===== src/rtl/cwb_pkg.sv =====
package cwb_pkg;
    localparam int WORD_W        = 64;
    localparam int LB_W          = 32;
    localparam int SZ_W          = 4;
    localparam int CTL_RD_BIT    = 48;
    localparam int CTL_SZ_LSB    = 56;
    localparam int STAT_DONE_BIT = 11;
    localparam int STAT_RD_LSB   = 26;
    localparam int DATA_LSB      = WORD_W - LB_W;

    typedef enum logic [1:0] {
        SEL_CTRL = 2'd0,
        SEL_RST  = 2'd1,
        SEL_STAT = 2'd2,
        SEL_DATA = 2'd3
    } win_sel_e;

    typedef enum logic [1:0] {
        ST_IDLE  = 2'd0,
        ST_ISSUE = 2'd1,
        ST_WAIT  = 2'd2
    } seq_state_e;

    typedef struct packed {
        logic            is_read;
        logic [SZ_W-1:0] size;
        logic [LB_W-1:0] addr;
        logic [LB_W-1:0] wdata;
    } cmd_t;
endpackage


===== src/rtl/cwb_regfile.sv =====
module cwb_regfile
    import cwb_pkg::*;
#(
    parameter int WIN_AW = 16
) (
    input  logic              clk,
    input  logic              rst_n,
    input  logic              win_wr,
    input  logic              win_rd,
    input  logic [WIN_AW-1:0] win_addr,
    input  logic [WORD_W-1:0] win_wdata,
    output logic [WORD_W-1:0] win_rdata,
    output logic              cmd_go,
    output cmd_t              cmd,
    input  logic              launch,
    input  logic              cap_valid,
    input  logic              cap_read,
    input  logic              cap_err,
    input  logic [LB_W-1:0]   cap_rdata
);
    localparam int SEL_LSB = 3;

    win_sel_e          sel;
    logic [LB_W-1:0]   data_q;
    logic [WORD_W-1:0] status_q;
    logic [WORD_W-1:0] cap_word;
    logic [LB_W-1:0]   cap_field;
    logic              unused_addr;

    assign sel         = win_sel_e'(win_addr[SEL_LSB+1:SEL_LSB]);
    assign unused_addr = ^{win_addr[WIN_AW-1:SEL_LSB+2], win_addr[SEL_LSB-1:0]};

    // command decode from a control write
    assign cmd_go        = win_wr && (sel == SEL_CTRL);
    assign cmd.is_read   = win_wdata[CTL_RD_BIT];
    assign cmd.size      = win_wdata[CTL_SZ_LSB +: SZ_W];
    assign cmd.addr      = win_wdata[LB_W-1:0];
    assign cmd.wdata     = data_q;

    // result word composed from the sequencer's capture
    always_comb begin
        cap_field = '0;
        if (cap_read) cap_field = cap_err ? '1 : cap_rdata;
        cap_word                = '0;
        cap_word[STAT_RD_LSB +: LB_W] = cap_field;
        cap_word[STAT_DONE_BIT] = 1'b1;
    end

    always_ff @(posedge clk or negedge rst_n) begin
        if (!rst_n) begin
            data_q <= '0;
        end else if (win_wr && (sel == SEL_DATA)) begin
            data_q <= win_wdata[WORD_W-1:DATA_LSB];
        end
    end

    always_ff @(posedge clk or negedge rst_n) begin
        if (!rst_n) begin
            status_q <= '0;
        end else if (cap_valid) begin
            status_q <= cap_word;
        end else if (launch) begin
            status_q <= '0;
        end else if (win_rd && (sel == SEL_STAT)) begin
            status_q <= '0;
        end
    end

    always_comb begin
        win_rdata = '0;
        if (win_rd) begin
            unique case (sel)
                SEL_CTRL: win_rdata = '0;
                SEL_RST:  win_rdata = '0;
                SEL_STAT: win_rdata = status_q;
                SEL_DATA: win_rdata = {data_q, {DATA_LSB{1'b0}}};
            endcase
        end
    end

    AST_DONE_SET: assert property (@(posedge clk) disable iff (!rst_n)
        cap_valid |=> status_q[STAT_DONE_BIT]);

    AST_STATUS_CLR: assert property (@(posedge clk) disable iff (!rst_n)
        (win_rd && (sel == SEL_STAT) && !cap_valid) |=> (status_q == '0));

    AST_DATA_HOLD: assert property (@(posedge clk) disable iff (!rst_n)
        (!win_wr) |=> $stable(data_q));
endmodule


===== src/rtl/cwb_seq.sv =====
module cwb_seq
    import cwb_pkg::*;
(
    input  logic            clk,
    input  logic            rst_n,
    input  logic            cmd_go,
    input  cmd_t            cmd,
    output logic            launch,
    output logic            cap_valid,
    output logic            cap_read,
    output logic            cap_err,
    output logic [LB_W-1:0] cap_rdata,
    output logic            lb_req_valid,
    input  logic            lb_req_ready,
    output logic            lb_req_write,
    output logic [SZ_W-1:0] lb_req_size,
    output logic [LB_W-1:0] lb_req_addr,
    output logic [LB_W-1:0] lb_req_wdata,
    input  logic            lb_rsp_valid,
    input  logic            lb_rsp_err,
    input  logic [LB_W-1:0] lb_rsp_rdata
);
    seq_state_e state, nxt;
    cmd_t       cur_q;

    // state register
    always_ff @(posedge clk or negedge rst_n) begin
        if (!rst_n) state <= ST_IDLE;
        else        state <= nxt;
    end

    // transitions
    always_comb begin
        nxt = state;
        unique case (state)
            ST_IDLE:  if (cmd_go)       nxt = ST_ISSUE;
            ST_ISSUE: if (lb_req_ready) nxt = ST_WAIT;
            ST_WAIT:  if (lb_rsp_valid) nxt = ST_IDLE;
            default:                    nxt = ST_IDLE;
        endcase
    end

    // command held for the duration of the transaction
    always_ff @(posedge clk or negedge rst_n) begin
        if (!rst_n)      cur_q <= '0;
        else if (launch) cur_q <= cmd;
    end

    // outputs
    always_comb begin
        launch       = 1'b0;
        cap_valid    = 1'b0;
        lb_req_valid = 1'b0;
        unique case (state)
            ST_IDLE:  launch       = cmd_go;
            ST_ISSUE: lb_req_valid = 1'b1;
            ST_WAIT:  cap_valid    = lb_rsp_valid;
            default:  ;
        endcase
        cap_read     = cur_q.is_read;
        cap_err      = lb_rsp_err;
        cap_rdata    = lb_rsp_rdata;
        lb_req_write = !cur_q.is_read;
        lb_req_size  = cur_q.size;
        lb_req_addr  = cur_q.addr;
        lb_req_wdata = cur_q.wdata;
    end

    AST_REQ_HOLD: assert property (@(posedge clk) disable iff (!rst_n)
        (lb_req_valid && !lb_req_ready) |=> (lb_req_valid && $stable(lb_req_addr)
                                            && $stable(lb_req_write)));

    AST_BUSY_DROP: assert property (@(posedge clk) disable iff (!rst_n)
        ((state != ST_IDLE) && cmd_go) |=> $stable(lb_req_addr));

    AST_NO_REQ_IN_WAIT: assert property (@(posedge clk) disable iff (!rst_n)
        (lb_req_valid && lb_req_ready) |=> !lb_req_valid);
endmodule


===== src/rtl/cmd_window_bridge.sv =====
module cmd_window_bridge
    import cwb_pkg::*;
#(
    parameter int WIN_AW = 16
) (
    input  logic              clk,
    input  logic              rst_n,
    input  logic              win_wr,
    input  logic              win_rd,
    input  logic [WIN_AW-1:0] win_addr,
    input  logic [63:0]       win_wdata,
    output logic [63:0]       win_rdata,
    output logic              lb_req_valid,
    input  logic              lb_req_ready,
    output logic              lb_req_write,
    output logic [3:0]        lb_req_size,
    output logic [31:0]       lb_req_addr,
    output logic [31:0]       lb_req_wdata,
    input  logic              lb_rsp_valid,
    input  logic              lb_rsp_err,
    input  logic [31:0]       lb_rsp_rdata
);
    logic            cmd_go;
    cmd_t            cmd;
    logic            launch;
    logic            cap_valid;
    logic            cap_read;
    logic            cap_err;
    logic [LB_W-1:0] cap_rdata;

    cwb_regfile #(.WIN_AW(WIN_AW)) u_regs (
        .clk       (clk),
        .rst_n     (rst_n),
        .win_wr    (win_wr),
        .win_rd    (win_rd),
        .win_addr  (win_addr),
        .win_wdata (win_wdata),
        .win_rdata (win_rdata),
        .cmd_go    (cmd_go),
        .cmd       (cmd),
        .launch    (launch),
        .cap_valid (cap_valid),
        .cap_read  (cap_read),
        .cap_err   (cap_err),
        .cap_rdata (cap_rdata)
    );

    cwb_seq u_seq (
        .clk          (clk),
        .rst_n        (rst_n),
        .cmd_go       (cmd_go),
        .cmd          (cmd),
        .launch       (launch),
        .cap_valid    (cap_valid),
        .cap_read     (cap_read),
        .cap_err      (cap_err),
        .cap_rdata    (cap_rdata),
        .lb_req_valid (lb_req_valid),
        .lb_req_ready (lb_req_ready),
        .lb_req_write (lb_req_write),
        .lb_req_size  (lb_req_size),
        .lb_req_addr  (lb_req_addr),
        .lb_req_wdata (lb_req_wdata),
        .lb_rsp_valid (lb_rsp_valid),
        .lb_rsp_err   (lb_rsp_err),
        .lb_rsp_rdata (lb_rsp_rdata)
    );

    AST_RESET_IDLE: assert property (@(posedge clk)
        !rst_n |=> !lb_req_valid);
endmodule


===== config.mk =====
export PLATFORM = sky130hd
export DESIGN_NAME = cmd_window_bridge
export DESIGN_NICKNAME = d
export VERILOG_FILES = /design/src/rtl/cwb_pkg.sv /design/src/rtl/cwb_regfile.sv /design/src/rtl/cwb_seq.sv /design/src/rtl/cmd_window_bridge.sv
export SDC_FILE = /design/constraint.sdc
export NUM_CORES = 1
export LEC_CHECK = 0
export ABC_AREA = 0
export ABC_CLOCK_PERIOD_IN_PS = 1800
export BUFFER_PORTS_ARGS = -buffer_cell sky130_fd_sc_hd__buf_2
export CAP_MARGIN = 5
export CORE_AREA = 10 10 107 147
export DETAILED_ROUTE_END_ITERATION = 8
export DIE_AREA = 0 0 117 157
export PLACE_DENSITY = 0.74
export SLEW_MARGIN = 20
export SYNTH_ARGS = -nofsm -noshare
export SYNTH_HDL_FRONTEND = slang
export SYNTH_SLANG_ARGS = --single-unit

===== constraint.sdc =====
create_clock -name clk -period 1.8 [get_ports clk]
set_input_delay 0.36 -clock clk [delete_from_list [all_inputs] [get_ports clk]]
set_output_delay 0.36 -clock clk [all_outputs]
set_load 0.1 [all_outputs]

After elaboration in Yosys (flattened, before gate mapping)
Index checks and enable logic that the tools add are counted.

cells by class
  multiplexer cells = 14
  reduce and logical (&&, ||, !) cells = 9
  eq/ne operators = 8

operator list
  cell                                                                      number
  64-bit 2-to-1 mux                                                         4
  64-bit case mux with 3 select lines                                       1
  32-bit 2-to-1 mux                                                         2
  2-bit equality test (second input constant)                               3
  2-bit 2-to-1 mux                                                          3
  2-bit case mux with 3 select lines                                        1
  2-bit by 1-bit equality test with 1-bit output (second input constant)    2
  2-bit zero test                                                           2
  2-bit inequality test (second input constant)                             2
  1-bit logical AND                                                         3
  1-bit 2-to-1 mux                                                          3
  3-bit AND reduction                                                       1
  3-bit nonzero test                                                        1
  2-bit by 1-bit inequality test with 1-bit output (second input constant)  1
  2-bit OR reduction                                                        1
  1-bit zero test                                                           1

word-level totals
  register bits after elaboration = 167
  logic and storage cells = 38

Longest topological paths before layout
  word-level depth = 5
  mapped depth = 5

By module
Synthesis repeated with hierarchy kept, for this count alone.

second synthesis, totals
  cell total of the unflattened synthesis = 516
  area total of the unflattened synthesis = 6527.5 um^2

by module, submodules not included
  module       instances  area an instance (um^2)  cells an instance
  cwb_regfile  1          3584.7                   327
  cwb_seq      1          2942.8                   189

Least setup slack after synthesis
Ideal clock, no wire load.

  path kind = register -> output
  from = reg u_seq.state[1]
  to = out lb_req_valid
  stages on the path, launching flop included = 2
  path buffers = 0
  arrival = 1800 ps
  required time = 1440 ps
  setup slack = -360 ps
  path through = dfrtp_1 nor2b_1

between the ends
  word-level cells in the longest chain between the ends = 2

ends and longest elaborated chain
  what                                            RTL line                 text
  from (decl)                                     cwb_seq.sv:23            seq_state_e state, nxt;
  from (signal assigned)                          cwb_seq.sv:29            else state <= nxt;
  2-bit by 1-bit equality test with 1-bit output  cwb_seq.sv:54            unique case (state)
  1-bit 2-to-1 mux                                cwb_seq.sv:54
  to (decl)                                       cmd_window_bridge.sv:13  output logic lb_req_valid,

No other way between the ends.

Final worst setup path
  from = in win_addr[3]
  to = out win_rdata[43]

between the ends
  word-level cells in the longest chain between the ends = 4
  elaborated cells on any way between the ends = 7
  those cells by class = 3 x eq/ne; 2 x mux; 2 x reduce/logical

ends and longest elaborated chain
  what                                                                                      RTL line                 text
  from (decl)                                                                               cmd_window_bridge.sv:10  input logic [WIN_AW-1:0] win_addr,
  2-bit by 1-bit equality test with 1-bit output / 2-bit zero test (equally long branches)  cwb_regfile.sv:72        unique case (sel)
  2-bit OR reduction (no line)                                                              -
  64-bit case mux with 3 select lines *                                                     cwb_regfile.sv:72
  64-bit 2-to-1 mux *                                                                       cwb_regfile.sv:71        if (win_rd) begin
  to (decl)                                                                                 cmd_window_bridge.sv:12  output logic [63:0] win_rdata,

Mark *: on every way between the ends. The rest lies on a longest branch, timed or not.

==> flow_summary.toml <==
[timing]
period_share_pct = 96.5
finalHoldViolations = 0
finalSetupTns_ns = 0
rsz0062_at_grt = "no"
clock.fmax_mhz = 576
setup_slack_ns = 0.0627
skew_ns = 0.0114
setup_violations = 0
worst_pin_slew_ns = 0.513
holdWs_ns = 0.164
fin_crit_ns = 1.74
drv_slew = 0
max_slew_margin_pct = 66.1

[floorplan]
die_w_um = 117
die_area_um2 = 18400
dieHeight_um = 157
start_util_pct = 43.8
core_area_um2 = 13100
boundaryPins = 253
fp-row-count = 50

[critical_path]
crit_slowest_cell = "a22o_2"
crit_type = "in -> out"
crit_fanout = 21
crit_buf_inv = 3
crit_path_frequent_cell = "buf_12"
cp.required_ns = 1.44
end_kind = "output port"
path_cells = "buf_2 > and3_1 > buf_12 > a22o_2 > buf_12"
max_stage_delay_ns = 0.30
critPathTopFamily = "buffers and inverters"
arrival_ns = 1.38
worst_setup_path_start_kind = "primary input"

[cts]
clk_path_buf_depth = 2
cts_buffers = 17
clock-root-buffer = "clkbuf_16"
insertion_delay_ns = 0.41
cts_tree = "yes"
cts-htree-levels = 4
path_clk_slew_ns = 0.05
postCtsSetupBuffers = 0
cts_sinks = 136

[grt]
grt-ovfl-total = 0
grt_use_total_pct = 18.2
grt_first_pass_wirelength_mm = 25.4
grt_max_degree = 42
grt_antenna_before_repair = 3
grt_pass1_vias = 4689

[power_and_ir_drop]
switching_share_pct = 49.4
ir_worst_vdd_uv = 1070
p_int_mw = 7.39
clkPwrFrac_pct = 24.4
total_leakage_power_nw = 3.97
seqPwrFrac_pct = 29.2
p_sw_mw = 7.22
comb_power_share_pct = 46.3
p_per_area_nw_per_um2 = 1760
power.total_mw = 14.6

[hold_path]
hp-class = "in -> reg"

[routing]
routed_wl_mm = 16.8
vias_per_cell = 5.13
postRouteAntennaNets = 0
drtPass1Iterations = 4
drc_errors = 0
vias = 4148
routedWlPerCell_um = 20.8
drt_iter0_drc = 185

[synth]
synth_cell_types = 25
yosysTopAreaCell = "dfrtp_1"
syn_area_um2 = 5750
syn_avg_cell_area_um2 = 14.0
synth.area.top_cells = "dfrtp_1 (59%), mux2_2 (19%), o2bb2ai_1 (4.7%)"
ys_ff_latch = 136
synth_edf_count = 0
ys_seq_area_share_pct = 59.2
synthCells = 410
ys.warnings.count = 0
synthArstFlopShare_pct = 100
synth_top_area_share_pct = 59.2
ys_top_cells_by_count = "dfrtp_1 (136), mux2_2 (96), nor2_1 (32)"
synth.most_common_cell = "dfrtp_1"
ys.flop_type = "dfrtp_1"

[final_layout]
num-fill-cells = 1006
fin_cells = 808
drive_gt1_share_pct = 62.6
syn2layout_area_growth_pct = 44.1
num-nets-final = 756

[place]
numPlacedInstances = 773
gp_congestion = 0.775
detailed_place_hpwl_mm = 12.9
portBuffers = 213
place_ws_ns = 0.0145

[job]
maxCapViolCount = 0

[status]
status = "complete, no violations"
stage by stage:
stage          cell area, um2  utilization (%)
2_1_floorplan            5890                -
3_3_place_gp             7660             58.3
3_5_place_dp             7660             58.3
4_1_cts                  8280             63.0
5_1_grt                  8290             63.1
6_report                 8290             63.1
placed cells by master (no fill, tap or decap), types with 3 or more instances in the layout:
master / netlist / layout
inv_6: 0 / 4
mux2_1: 5 / 5
and2_2: 0 / 13
clkbuf_16: 0 / 17
nor2_1: 32 / 32
bufinv_16: 0 / 3
buf_12: 0 / 48
buf_2: 3 / 172
buf_4: 26 / 15
o2bb2ai_1: 31 / 31
conb_1: 1 / 25
dfrtp_1: 136 / 136
mux2_2: 96 / 96
a22o_2: 0 / 24
registers in the layout, indices dropped and copies added (netlist names):
signal / cells
u_regs.status_q: 33
u_seq.lb_req_wdata: 32
u_seq.lb_req_size: 4
u_seq.cap_read: 1
u_seq.lb_req_addr: 32
u_regs.data_q: 32
u_seq.state: 2
power groups by stage:
stage	combinational [mW]	clock (mW)	sequential [mW]
global route	6.96	3.78	4.38
CTS	6.83	3.64	4.28
finish	6.77	3.57	4.27
floorplan	1.58	0	8.21
global placement	6.74	0	4.26
detailed placement	6.82	0	4.33
cell families (layout without fill, tap and decap cells):
group / after synthesis / count (layout) / synth area share (%)
AO/OA/AOI/OAI: 62 / 62 / 9.51
other: 1 / 27 / 0.0652
buffers and inverters: 55 / 271 / 6.79
multiplexers: 101 / 101 / 19.8
AND/OR/NAND/NOR: 55 / 55 / 4.68
flip-flops: 136 / 136 / 59.2
worst register-to-register path, delay by kind of cell, from the launching register on:
family                 cells  cell delay (ns)
and+or+nand+nor            2             0.52
buffers and inverters      1             0.21
DFF                        1             0.39
muxes                      1             0.38
final timing paths:
path	to	cells past startpoint	startpoint	slack, ns
worst max-delay path	win_rdata[43]	5	win_addr[3]	0.06
worst min-delay path	u_seq.state[1]	2	lb_rsp_valid	0.16
worst max register to register	u_seq.lb_req_addr[12]	4	u_seq.state[0]	0.19
worst min register to register	u_regs.status_q[11]	1	u_regs.status_q[11]	0.48
max in group asynchronous	u_regs.status_q[48]	3	rst_n	0.75
min in group asynchronous	u_seq.lb_req_addr[10]	2	rst_n	0.44
per-layer routing:
metal	vias to the layer above	routed length, um	track usage, %
met2	176	9150	32.8
met5	-	13	0
met3	27	1360	6.29
met1	2073	5850	18.3
li1	1870	-	-
met4	2	402	7.56
area by class of cell:
class	count	area (um2)	area share (%)
multi-input cells	243	2110	25.5
flip-flops and latches	136	3400	41.1
clock inverters	13	168	2.02
repair buffers	237	1960	23.6
diodes	2	5.00	0.0604
inverters	2	7.51	0.0906
clock buffers	19	443	5.34
well taps	156	195	2.35
timing repair:
| item | 4_1_cts | 5_1_grt |
|---|---|---|
| endpoints found under the setup margin | 1 | 1 |
| hold buffers | 1 | 0 |
| endpoints found under the hold margin | 35 | 0 |
| gates resized for setup | 1 | 1 |
(Power assumes the default switching activity.)
